`src/rtl/mc_pkg.sv`:
```
package mc_pkg;
  localparam int unsigned ILEN = 32;

  typedef enum logic [2:0] {
    ST_FETCH, ST_DECODE, ST_EXEC, ST_MEM, ST_WB
  } state_e;

  typedef enum logic [2:0] {
    ALU_ADD, ALU_SUB, ALU_AND, ALU_OR, ALU_SLT
  } alu_op_e;

  typedef enum logic [1:0] {
    SRCB_REG, SRCB_FOUR, SRCB_IMM, SRCB_IMM_SH
  } srcb_e;

  localparam logic [5:0] OP_RTYPE = 6'h00;
  localparam logic [5:0] OP_LW    = 6'h23;
  localparam logic [5:0] OP_SW    = 6'h2b;
  localparam logic [5:0] OP_BEQ   = 6'h04;

  localparam logic [5:0] FN_ADD = 6'h20;
  localparam logic [5:0] FN_SUB = 6'h22;
  localparam logic [5:0] FN_AND = 6'h24;
  localparam logic [5:0] FN_OR  = 6'h25;
  localparam logic [5:0] FN_SLT = 6'h2a;
endpackage

```
`src/rtl/mc_alu.sv`:
```
module mc_alu
  import mc_pkg::*;
#(
  parameter int unsigned W = 32
) (
  input  logic [W-1:0] a_i,
  input  logic [W-1:0] b_i,
  input  alu_op_e      op_i,
  output logic [W-1:0] y_o,
  output logic         zero_o
);
  logic [W-1:0] diff;
  assign diff = a_i - b_i;

  always_comb begin
    unique case (op_i)
      ALU_ADD: y_o = a_i + b_i;
      ALU_SUB: y_o = diff;
      ALU_AND: y_o = a_i & b_i;
      ALU_OR:  y_o = a_i | b_i;
      ALU_SLT: y_o = {{(W-1){1'b0}}, ($signed(a_i) < $signed(b_i))};
      default: y_o = a_i + b_i;
    endcase
  end

  assign zero_o = (y_o == '0);
endmodule

```
`src/rtl/mc_regfile.sv`:
```
module mc_regfile #(
  parameter  int unsigned NREGS = 32,
  parameter  int unsigned W     = 32,
  localparam int unsigned AW    = $clog2(NREGS)
) (
  input  logic          clk_i,
  input  logic          rst_ni,
  input  logic [AW-1:0] raddr_a_i,
  input  logic [AW-1:0] raddr_b_i,
  output logic [W-1:0]  rdata_a_o,
  output logic [W-1:0]  rdata_b_o,
  input  logic          we_i,
  input  logic [AW-1:0] waddr_i,
  input  logic [W-1:0]  wdata_i
);
  logic [W-1:0] regs [NREGS];

  for (genvar g = 0; g < NREGS; g++) begin : g_reg
    if (g == 0) begin : g_zero
      assign regs[g] = '0;
    end else begin : g_store
      always_ff @(posedge clk_i) begin
        if (we_i && waddr_i == AW'(g)) regs[g] <= wdata_i;
      end
    end
  end

  assign rdata_a_o = regs[raddr_a_i];
  assign rdata_b_o = regs[raddr_b_i];

  // register zero never returns anything but zero
  p_zero_read_r8: assert property (@(posedge clk_i) disable iff (!rst_ni)
    (raddr_a_i == '0) |-> (rdata_a_o == '0));
  p_zero_read_b_r8: assert property (@(posedge clk_i) disable iff (!rst_ni)
    (raddr_b_i == '0) |-> (rdata_b_o == '0));
endmodule

```
`src/rtl/mc_ctrl.sv`:
```
module mc_ctrl
  import mc_pkg::*;
(
  input  logic    clk_i,
  input  logic    rst_ni,
  input  logic [5:0] opcode_i,
  input  logic [5:0] funct_i,
  input  logic    zero_i,
  output state_e  state_o,
  output logic    ir_we_o,
  output logic    pc_we_o,
  output logic    pc_from_reg_o,
  output logic    ab_we_o,
  output logic    res_we_o,
  output logic    mdr_we_o,
  output logic    rf_we_o,
  output logic    rf_dst_rd_o,
  output logic    rf_from_mdr_o,
  output logic    mem_data_o,
  output logic    mem_we_o,
  output logic    srca_pc_o,
  output srcb_e   srcb_o,
  output alu_op_e alu_op_o
);
  state_e state_q, state_d;
  logic   is_r, is_lw, is_sw, is_beq, known;

  assign is_r   = (opcode_i == OP_RTYPE);
  assign is_lw  = (opcode_i == OP_LW);
  assign is_sw  = (opcode_i == OP_SW);
  assign is_beq = (opcode_i == OP_BEQ);
  assign known  = is_r | is_lw | is_sw | is_beq;

  function automatic alu_op_e fn_decode(input logic [5:0] fn);
    unique case (fn)
      FN_SUB:  return ALU_SUB;
      FN_AND:  return ALU_AND;
      FN_OR:   return ALU_OR;
      FN_SLT:  return ALU_SLT;
      default: return ALU_ADD;
    endcase
  endfunction

  always_comb begin
    state_d = state_q;
    unique case (state_q)
      ST_FETCH:  state_d = ST_DECODE;
      ST_DECODE: state_d = known ? ST_EXEC : ST_FETCH;
      ST_EXEC:   state_d = is_beq ? ST_FETCH : ST_MEM;
      ST_MEM:    state_d = is_lw ? ST_WB : ST_FETCH;
      ST_WB:     state_d = ST_FETCH;
      default:   state_d = ST_FETCH;
    endcase
  end

  always_ff @(posedge clk_i or negedge rst_ni) begin
    if (!rst_ni) state_q <= ST_FETCH;
    else         state_q <= state_d;
  end

  always_comb begin
    ir_we_o       = 1'b0;
    pc_we_o       = 1'b0;
    pc_from_reg_o = 1'b0;
    ab_we_o       = 1'b0;
    res_we_o      = 1'b0;
    mdr_we_o      = 1'b0;
    rf_we_o       = 1'b0;
    rf_dst_rd_o   = 1'b0;
    rf_from_mdr_o = 1'b0;
    mem_data_o    = 1'b0;
    mem_we_o      = 1'b0;
    srca_pc_o     = 1'b0;
    srcb_o        = SRCB_REG;
    alu_op_o      = ALU_ADD;
    unique case (state_q)
      ST_FETCH: begin
        ir_we_o   = 1'b1;
        pc_we_o   = 1'b1;
        srca_pc_o = 1'b1;
        srcb_o    = SRCB_FOUR;
      end
      ST_DECODE: begin
        // branch target precomputed while operands are read
        ab_we_o   = 1'b1;
        res_we_o  = 1'b1;
        srca_pc_o = 1'b1;
        srcb_o    = SRCB_IMM_SH;
      end
      ST_EXEC: begin
        if (is_beq) begin
          alu_op_o      = ALU_SUB;
          pc_we_o       = zero_i;
          pc_from_reg_o = 1'b1;
        end else if (is_r) begin
          alu_op_o = fn_decode(funct_i);
          res_we_o = 1'b1;
        end else begin
          srcb_o   = SRCB_IMM;
          res_we_o = 1'b1;
        end
      end
      ST_MEM: begin
        if (is_r) begin
          rf_we_o     = 1'b1;
          rf_dst_rd_o = 1'b1;
        end else begin
          mem_data_o = 1'b1;
          mdr_we_o   = is_lw;
          mem_we_o   = is_sw;
        end
      end
      ST_WB: begin
        rf_we_o       = 1'b1;
        rf_from_mdr_o = 1'b1;
      end
      default: ;
    endcase
  end

  assign state_o = state_q;

  // step sequencing
  p_fetch_then_decode_r3: assert property (@(posedge clk_i) disable iff (!rst_ni)
    (state_q == ST_FETCH) |=> (state_q == ST_DECODE));
  p_wb_only_after_mem_r5: assert property (@(posedge clk_i) disable iff (!rst_ni)
    (state_q == ST_WB) |=> (state_q == ST_FETCH));
  p_beq_three_steps_r7: assert property (@(posedge clk_i) disable iff (!rst_ni)
    (state_q == ST_EXEC && is_beq) |=> (state_q == ST_FETCH));
  p_unknown_two_steps_r10: assert property (@(posedge clk_i) disable iff (!rst_ni)
    (state_q == ST_DECODE && !known) |=> (state_q == ST_FETCH));
endmodule

```
`src/rtl/mc_core.sv`:
```
module mc_core
  import mc_pkg::*;
#(
  parameter  int unsigned XLEN  = 32,
  parameter  int unsigned NREGS = 32,
  localparam int unsigned RAW   = $clog2(NREGS)
) (
  input  logic            clk_i,
  input  logic            rst_ni,
  output logic [XLEN-1:0] mem_addr_o,
  output logic [XLEN-1:0] mem_wdata_o,
  output logic            mem_we_o,
  input  logic [XLEN-1:0] mem_rdata_i
);
  logic [XLEN-1:0] pc_q, res_q, a_q, b_q, mdr_q;
  logic [ILEN-1:0] ir_q;
  state_e  state;
  alu_op_e alu_op;
  srcb_e   srcb;
  logic ir_we, pc_we, pc_from_reg, ab_we, res_we, mdr_we;
  logic rf_we, rf_dst_rd, rf_from_mdr, mem_data, srca_pc, zero;
  logic [XLEN-1:0] rf_a, rf_b, alu_a, alu_b, alu_y, imm_ext, rf_wdata;
  logic [RAW-1:0]  rf_waddr;

  mc_ctrl i_ctrl (
    .clk_i         (clk_i),
    .rst_ni        (rst_ni),
    .opcode_i      (ir_q[31:26]),
    .funct_i       (ir_q[5:0]),
    .zero_i        (zero),
    .state_o       (state),
    .ir_we_o       (ir_we),
    .pc_we_o       (pc_we),
    .pc_from_reg_o (pc_from_reg),
    .ab_we_o       (ab_we),
    .res_we_o      (res_we),
    .mdr_we_o      (mdr_we),
    .rf_we_o       (rf_we),
    .rf_dst_rd_o   (rf_dst_rd),
    .rf_from_mdr_o (rf_from_mdr),
    .mem_data_o    (mem_data),
    .mem_we_o      (mem_we_o),
    .srca_pc_o     (srca_pc),
    .srcb_o        (srcb),
    .alu_op_o      (alu_op)
  );

  assign imm_ext  = {{(XLEN-16){ir_q[15]}}, ir_q[15:0]};
  assign rf_waddr = rf_dst_rd ? ir_q[11+:RAW] : ir_q[16+:RAW];
  assign rf_wdata = rf_from_mdr ? mdr_q : res_q;

  mc_regfile #(.NREGS(NREGS), .W(XLEN)) i_rf (
    .clk_i     (clk_i),
    .rst_ni    (rst_ni),
    .raddr_a_i (ir_q[21+:RAW]),
    .raddr_b_i (ir_q[16+:RAW]),
    .rdata_a_o (rf_a),
    .rdata_b_o (rf_b),
    .we_i      (rf_we),
    .waddr_i   (rf_waddr),
    .wdata_i   (rf_wdata)
  );

  assign alu_a = srca_pc ? pc_q : a_q;
  always_comb begin
    unique case (srcb)
      SRCB_REG:    alu_b = b_q;
      SRCB_FOUR:   alu_b = XLEN'(4);
      SRCB_IMM:    alu_b = imm_ext;
      SRCB_IMM_SH: alu_b = {imm_ext[XLEN-3:0], 2'b00};
      default:     alu_b = b_q;
    endcase
  end

  mc_alu #(.W(XLEN)) i_alu (
    .a_i    (alu_a),
    .b_i    (alu_b),
    .op_i   (alu_op),
    .y_o    (alu_y),
    .zero_o (zero)
  );

  always_ff @(posedge clk_i or negedge rst_ni) begin
    if (!rst_ni) begin
      pc_q  <= '0;
      ir_q  <= '0;
      a_q   <= '0;
      b_q   <= '0;
      res_q <= '0;
      mdr_q <= '0;
    end else begin
      if (pc_we)  pc_q  <= pc_from_reg ? res_q : alu_y;
      if (ir_we)  ir_q  <= mem_rdata_i;
      if (ab_we)  begin a_q <= rf_a; b_q <= rf_b; end
      if (res_we) res_q <= alu_y;
      if (mdr_we) mdr_q <= mem_rdata_i;
    end
  end

  assign mem_addr_o  = mem_data ? res_q : pc_q;
  assign mem_wdata_o = b_q;

  // fetch address and PC advance
  p_fetch_addr_r2: assert property (@(posedge clk_i) disable iff (!rst_ni)
    (state == ST_FETCH) |-> (mem_addr_o == pc_q));
  p_pc_step_r2: assert property (@(posedge clk_i) disable iff (!rst_ni)
    (state == ST_FETCH) |=> (pc_q == $past(pc_q) + XLEN'(4)));
  // PC only changes in fetch or branch execute
  p_pc_hold_r7: assert property (@(posedge clk_i) disable iff (!rst_ni)
    (state == ST_DECODE || state == ST_MEM || state == ST_WB) |=> $stable(pc_q));
  // write strobe is one cycle, addressed by the ALU result
  p_we_addr_r6: assert property (@(posedge clk_i) disable iff (!rst_ni)
    mem_we_o |-> (mem_addr_o == res_q && mem_wdata_o == b_q));
  p_we_single_r6: assert property (@(posedge clk_i) disable iff (!rst_ni)
    mem_we_o |=> !mem_we_o);
  // never write during fetch
  p_no_we_fetch_r9: assert property (@(posedge clk_i) disable iff (!rst_ni)
    (state == ST_FETCH) |-> !mem_we_o);
endmodule

```
`config.mk`:
```
export PLATFORM = sky130hd
export DESIGN_NAME = mc_core
export DESIGN_NICKNAME = d
export VERILOG_FILES = /design/src/rtl/mc_pkg.sv /design/src/rtl/mc_alu.sv /design/src/rtl/mc_regfile.sv /design/src/rtl/mc_ctrl.sv /design/src/rtl/mc_core.sv
export SDC_FILE = /design/constraint.sdc
export NUM_CORES = 2
export LEC_CHECK = 0
export ABC_AREA = 1
export BUFFER_PORTS_ARGS = -buffer_cell sky130_fd_sc_hd__buf_2
export CORE_AREA = 4 4 342 344
export CTS_CLUSTER_DIAMETER = 100
export DETAILED_ROUTE_END_ITERATION = 7
export DIE_AREA = 0 0 346 348
export HOLD_SLACK_MARGIN = 0.08
export PLACE_DENSITY_LB_ADDON = 0.25
export SLEW_MARGIN = 20
export SYNTH_ARGS = -nofsm -noshare
export SYNTH_HDL_FRONTEND = slang
export SYNTH_SLANG_ARGS = --single-unit
```
`constraint.sdc`:
```
create_clock -name clk_i -period 4.8 [get_ports clk_i]
set_input_delay 0.48 -clock clk_i [delete_from_list [all_inputs] [get_ports clk_i]]
set_output_delay 0.48 -clock clk_i [all_outputs]
set_load 0.05 [all_outputs]
```
== Word level (Yosys, flattened, before mapping) ==
Cells that the tools add are included.

* Register bits: 1187
* Logic and storage cells: 178
* Input port bits: 34
* Output and inout port bits: 65

* Mux-type cells: 43
* Bitwise logic cells: 7
* Add/sub/neg operators: 2
* Reduce and logical (&&, ||, !) cells: 36
* Order comparisons: 3
* Eq/ne operators: 49

{| class="wikitable"
|+ Operators with widths
! cell !! count
|-
| 32-bit binary-select mux with 5-bit select || 2
|-
| 32-bit 2-to-1 mux || 8
|-
| 32-bit one-hot mux with 4 select lines || 2
|-
| 5-bit == test, second input constant || 16
|-
| 5-bit by 4-bit == test with 1-bit output, second input constant || 8
|-
| 6-bit == test, second input constant || 6
|-
| 32-bit adder || 1
|-
| 32-bit AND || 1
|-
| 32-bit logical NOT || 1
|-
| 32-bit < comparator || 1
|-
| 32-bit bitwise OR || 1
|-
| 32-bit subtractor || 1
|-
| 1-bit logical AND || 31
|-
| 3-bit one-hot mux with 4 select lines || 2
|-
| 5-bit by 3-bit == test with 1-bit output, second input constant || 4
|-
| 1-bit 2-to-1 mux || 16
|-
| 3-bit by 2-bit == test with 1-bit output, second input constant || 4
|-
| 6-bit >= comparator, second input constant || 2
|-
| 3-bit 2-to-1 mux || 4
|-
| 5-bit inverter with 6-bit output || 2
|-
| 5-bit by 2-bit == test with 1-bit output, second input constant || 2
|-
| 2-bit 2-to-1 mux || 4
|-
| 3-bit by 1-bit == test with 1-bit output, second input constant || 2
|-
| 3-bit == test, second input constant || 2
|-
| 12 further kinds || 17
|}

== Depth between registers and ports, before layout ==
* Depth in word-level cells: 11
* Depth in mapped cells: 34
* Depth with buffers taken out: 32

== Hierarchy ==
Synthesis repeated with hierarchy kept, for this count alone.

* Cells, all modules: 8674
* Area total of the unflattened synthesis: 67798.8 sq um

{| class="wikitable"
|+ By module, submodules not included
! module !! instances !! sequential area each (sq um) !! cells an instance !! area each (sq um)
|-
| mc_regfile || 1 || 29788.6 || 6018 || 51310.5
|-
| mc_core || 1 || 4804.6 || 1232 || 9356.5
|-
| mc_alu || 1 || 0.0 || 1351 || 6744.0
|-
| mc_ctrl || 1 || 75.1 || 73 || 387.9
|}

== Worst setup path after synthesis ==
Ideal clock, no wire load.

* Kind: register to register
* Start: register i_ctrl.state_q[2], in the netlist i_ctrl.state_o[2]
* End: register i_rf.regs[960] (netlist name), enable pin
* Arrival: 4.594 ns
* Path buffers: 0
* Required time: 4.299 ns
* Period minus slack after synthesis: 5.096 ns
* Stages on the path, launching flop included: 10
* Slack: -0.296 ns
* Cells stage by stage: dfrtp_1 -> nor3_1 -> inv_1 -> nor2_1 -> inv_1 -> nand2_1 -> o21ai_0 -> nor2_1 -> inv_1 -> nor4_1

* Longest elaborated chain between the ends: 5
* Elaborated cells on any way between the ends: 7
* Those cells by class: eq/ne (3); mux (3); reduce/logical (1)

{| class="wikitable"
|+ Ends and longest elaborated chain
! item !! line !! RTL
|-
| start: declaration || mc_ctrl.sv:25 || <nowiki>state_e state_q, state_d;</nowiki>
|-
| start signal: assignment || mc_ctrl.sv:58 || <nowiki>else state_q <= state_d;</nowiki>
|-
| 3-bit by 2-bit == test with 1-bit output || mc_ctrl.sv:76 || <nowiki>unique case (state_q)</nowiki>
|-
| 1-bit 2-to-1 mux || mc_ctrl.sv:76 ||
|-
| 5-bit 2-to-1 mux || mc_core.sv:49 || <nowiki>assign rf_waddr = rf_dst_rd ? ir_q[11+:RAW] : ir_q[16+:RAW];</nowiki>
|-
| 5-bit by 1-bit == test with 1-bit output || mc_regfile.sv:23 || <nowiki>if (we_i && waddr_i == AW'(g)) regs[g] <= wdata_i;</nowiki>
|-
| 1-bit logical AND * || mc_regfile.sv:23 ||
|-
| end signal: indexed assignment || mc_regfile.sv:23 ||
|-
| end: declaration || mc_regfile.sv:16 || <nowiki>logic [W-1:0] regs [NREGS];</nowiki>
|}

Mark *: on every way between the ends. The rest lies on a longest branch, timed or not.
A chain may end at the register's enable or synchronous reset.

== Worst setup path in the final report ==
* Start: register ir_q[27]
* End: register pc_q[12]

* Longest elaborated chain between the ends: 11
* Elaborated cells on any way between the ends: 29
* Those cells by class: add/sub (2); order compare (1); eq/ne (8); mux (13); bitwise (2); reduce/logical (3)

{| class="wikitable"
|+ Ends and longest elaborated chain
! item !! line !! RTL
|-
| start: declaration || mc_core.sv:16 || <nowiki>logic [ILEN-1:0] ir_q;</nowiki>
|-
| start signal: assignment || mc_core.sv:93 || <nowiki>if (ir_we) ir_q <= mem_rdata_i;</nowiki>
|-
| 6-bit logical NOT || mc_ctrl.sv:28 || <nowiki>assign is_r = (opcode_i == OP_RTYPE);</nowiki>
|-
| 2-bit 2-to-1 mux || mc_ctrl.sv:95 || <nowiki>end else if (is_r) begin</nowiki>
|-
| 2-bit 2-to-1 mux || mc_ctrl.sv:91 || <nowiki>if (is_beq) begin</nowiki>
|-
| 2-bit one-hot mux with 3 select lines || mc_ctrl.sv:76 ||
|-
| 2-bit == test, or another cell as far along || mc_core.sv:66 || <nowiki>unique case (srcb)</nowiki>
|-
| 32-bit one-hot mux with 4 select lines || mc_core.sv:66 ||
|-
| 32-bit adder, or another cell as far along || mc_alu.sv:17, mc_alu.sv:22 ||
|-
| 32-bit one-hot mux with 4 select lines || mc_alu.sv:16 || <nowiki>unique case (op_i)</nowiki>
|-
| 32-bit logical NOT || mc_alu.sv:26 || <nowiki>assign zero_o = (y_o == '0);</nowiki>
|-
| 1-bit 2-to-1 mux || mc_ctrl.sv:91 ||
|-
| 1-bit one-hot mux with 2 select lines || mc_ctrl.sv:76 ||
|-
| end signal: assignment || mc_core.sv:92 || <nowiki>if (pc_we) pc_q <= pc_from_reg ? res_q : alu_y;</nowiki>
|-
| end: declaration || mc_core.sv:15 || <nowiki>logic [XLEN-1:0] pc_q, res_q, a_q, b_q, mdr_q;</nowiki>
|}

Several ways; a longest one is shown, not always the timed one.

==> summary.txt <==
Run status
  • Status: finished, violations left
  • Violations in the final reports: DRC

Yosys
  • Portion of synthesized cell area occupied by the leading cell type: 0.470
  • Combinational family with the most area after synthesis: compound AO/OA/AOI/OAI gates
  • Number of enable flip-flop cells after synthesis: 992
  • Leading area contributor after synthesis: sky130_fd_sc_hd__edfxtp_1
  • Syn Std Cell Area: 63400 um2
  • Synthesis-stage register bit count: 1187
  • Synth async-reset ratio: 0.164
  • Post-synthesis cell type count: 44
  • Synthesized instance count: 7264
  • Mapped Nets: 7397
  • Per-instance average area after synthesis: around 8.7 um2
  • Top cells by count, synth: sky130_fd_sc_hd__o21ai_0, sky130_fd_sc_hd__nand3_1, sky130_fd_sc_hd__a21oi_1
  • Number of warnings issued by yosys: 0
  • Share of the synthesized area in compound gates (AO/OA/AOI/OAI): 0.190
  • Simple-gate share of the synthesized area: 0.159
  • Mux contribution to synthesized area: 0.00231
  • Cell types with the largest area share after synthesis: sky130_fd_sc_hd__edfxtp_1, sky130_fd_sc_hd__o21ai_0, sky130_fd_sc_hd__nand3_1
  • Arithmetic-cell share of the synthesized area counting full adders, half adders and majority gates: 0.0198
  • Xor-xnor portion of the synthesized cell area: 0.00124
  • Synth Flop Type: sky130_fd_sc_hd__edfxtp_1
  • Most frequently used cell type in the post-synthesis netlist: sky130_fd_sc_hd__o21ai_0
  • Sequential share of the synthesized area: 0.547

Hold path
  • Worst min-delay path class: input pin to flop

STA
  • Fraction of the cycle the final worst path needs: 0.960
  • Number of failing setup endpoints in the final timing report: 0
  • Final critical-path required period: between 4 and 5 ns
  • Maximum frequency from static timing analysis: between 200 and 250 MHz
  • Max-slew violation total from the final report: 0
  • Tightest Pin Transition: 1.17 ns
  • Unrepaired setup endpoints after global routing: false
  • Setup TNS: 0 ns
  • Setup Skew: approximately 0.033 ns
  • Final hold violations: 0
  • Rel. slew slack: 0.215

CTS
  • Clock net sink count: approximately 1200
  • Clock edge transition at the registers on the reported setup and hold paths: 0.06 ns
  • Clock root buffer master: sky130_fd_sc_hd__clkbuf_16
  • TritonCTS clock tree: done
  • Clock insertion delay at the later pin of the skew report: between 0.7 and 0.8 ns
  • Number of buffers created by CTS: 130
  • Worst-case clock buffer depth: 3
  • Clock H-tree levels: 4

Place
  • GPL Wtd Cong: 1.05
  • Placed cells: 8740
  • Port bufs: slightly below 100
  • Dpl cell area: between 60000 and 70000 um2
  • Post-DP HPWL: 148000 um

Floorplanning
  • Count of pins on the block boundary: 99
  • Floorplan die area: 120000 um2
  • Core region area: 114000 um2
  • Die extent in x: approximately 350 um
  • FP Rows: 124
  • Starting Density: 0.556
  • DIE HEIGHT: 348 um

Finish
  • Area Overhead vs Synth: 14.1%
  • Layout Nets: 7519
  • Post-Layout Inst Area: between 70000 and 80000 um2
  • Final non-filler cell total: 8993
  • Fillers: 9430
  • Share of final-layout standard cells stronger than drive strength 1: 0.117
  • Core Util, Final: 0.635

GRT
  • Global routing usage summed across all routing layers: 0.395
  • Maximum number of pins on one net before global-route repair: 223
  • Wire length of the first global-routing pass: 356000 um
  • Remaining global-route overflow: 0
  • Number of global-route vias before repair: 54500
  • Number of antenna violations at the first check in global routing: 16

Power
  • Standby leakage power: ~29 nW
  • Switching Share: 0.509
  • Flop pwr share: 0.231
  • Largest voltage drop on the vdd net: 0.798 mV
  • Final Total Pwr: 61.5 mW
  • Net switching power figure: 31.3 mW
  • Combinational cell fraction of total power: 0.613
  • Clock power share: 0.156
  • Internal power: just over 30 mW
  • Pwr Density: 850 nW/um2

Drt
  • DRC violations left: 9
  • Routed wire length per instance: 27.4 um
  • Drt initial violations: 9131
  • Vias: 58600
  • Remaining number of nets flagged by the antenna check after routing: 0
  • Pre-antenna DRT Iters: 8
  • DR vias/cell: 6.51
  • WL final: 247000 um

Setup path
  • Critical-path top delay cell: sky130_fd_sc_hd__dfrtp_1
  • Type of the setup path with the least slack: flop to flop
  • Critical path capture point type: flop
  • Most common cell type on the critical path: sky130_fd_sc_hd__nand3_1
  • Startpoint class of the critical path: flop
  • Crit path arrival time: 5.23 ns
  • Critical Path Fanout Max: 18
  • Worst path required time: 5.42 ns
  • Worst path max stage delay: 0.39 ns

Flow run
  • MaxCap Viol Count: 0
path summary, 6_finish.rpt:
| kind | to | slack (ns) | cells past startpoint | start |
|---|---|---|---|---|
| worst max-delay path | pc_q[12]$_DFFE_PN0P_ | 0.19 | 29 | ir_q[27]$_DFFE_PN0N_ |
| worst min-delay path | mdr_q[13]$_DFFE_PN0P_ | 0.13 | 3 | mem_rdata_i[13] |
| worst max register to register | pc_q[12]$_DFFE_PN0P_ | 0.19 | 29 | ir_q[27]$_DFFE_PN0N_ |
| worst min register to register | mdr_q[9]$_DFFE_PN0P_ | 0.49 | 2 | mdr_q[9]$_DFFE_PN0P_ |
| max in group asynchronous | ir_q[24]$_DFFE_PN0N_ | 3.29 | 3 | rst_ni |
| min in group asynchronous | pc_q[3]$_DFFE_PN0P_ | 0.36 | 2 | rst_ni |
registers in the layout, indices dropped and copies added (netlist names):
signal	count
a_q	32
i_rf.regs	992
i_ctrl.state_o	3
pc_q	32
res_q	32
ir_q	32
mdr_q	32
mem_wdata_o	32
logic make-up (layout without fill, tap and decap cells):
| family | Yosys count | in the layout |
|---|---|---|
| mux | 13 | 13 |
| flops | 1187 | 1187 |
| xor+xnor | 9 | 9 |
| simple gates | 2252 | 2252 |
| other cells | 0 | 3 |
| compound gates | 2352 | 2352 |
| fa+ha+maj | 99 | 99 |
| buf+inv | 1352 | 1566 |
power groups by stage:
| stage | Combinational [mW] | Clock [mW] | Sequential (mW) |
|---|---|---|---|
| 2_1_floorplan | 20.5 | 0 | 14.3 |
| 3_3_place_gp | 35.1 | 0 | 14.4 |
| 3_5_place_dp | 35.3 | 0 | 14.4 |
| 4_1_cts | 35.6 | 9.60 | 14.2 |
| 5_1_grt | 40.2 | 10.0 | 14.3 |
| 6_report | 37.7 | 9.58 | 14.2 |
stage by stage:
step                      hold WS [ns]  setup slack, ns
after floorplan                  0.184            0.480
after global routing             0.124          0.00577
after global placement           0.466           -0.160
final                            0.134            0.191
after detailed placement         0.473           -0.122
after CTS                       0.0817          0.00868
final cells by class:
class	count	area (um2)	share of cell area
sequential	1187	34700	0.480
multi-input combinational	4725	24400	0.337
timing repair buffer	511	4130	0.0571
clock buffer	174	3570	0.0494
inverter	831	3170	0.0438
tap	1512	1890	0.0262
clock inverter	50	442	0.00611
antenna	3	7.51	0.000104
layout by cell type, fill, tap and decap left out, drive strengths merged, types with 175 or more instances in the layout:
cell,netlist,routed
a21oi,1008,1008
dfrtp,195,195
nand2,805,805
nand3,1078,1078
inv,830,836
o21ai,1248,1248
edfxtp,992,992
buf,93,492
nor2,295,295
clkbuf,428,175
routing by layer:
| metal | global-route usage | routed length, um | share of wire | up-vias |
|---|---|---|---|---|
| li1 | - | - | - | 25600 |
| met1 | 0.516 | 87200 | 0.35 | 27300 |
| met2 | 0.609 | 108000 | 0.44 | 4639 |
| met3 | 0.0879 | 33200 | 0.13 | 999 |
| met4 | 0.237 | 17600 | 0.072 | 12 |
| met5 | 0 | 87 | 0.00035 | - |
timing repair:
item | 4_1_cts | 5_1_grt
endpoints found under the setup margin | 32 | 32
gates cloned | 0 | 1
gates resized for setup | 11 | 91
endpoints found under the hold margin | 138 | 0
hold buffers | 18 | 0
setup buffers | 1 | 6
pin swaps | 1 | 16
critical path: cells and delay by family, from the launching register on:
| kind | cells | cell delay, ns |
|---|---|---|
| buffers and inverters | 7 | 1.01 |
| adder cells (fa/ha/maj) | 1 | 0.35 |
| flip-flops | 1 | 0.39 |
| AO/OA/AOI/OAI | 2 | 0.32 |
| AND/OR/NAND/NOR | 19 | 2.36 |
Note: power is estimated with default switching activity, not from simulation.
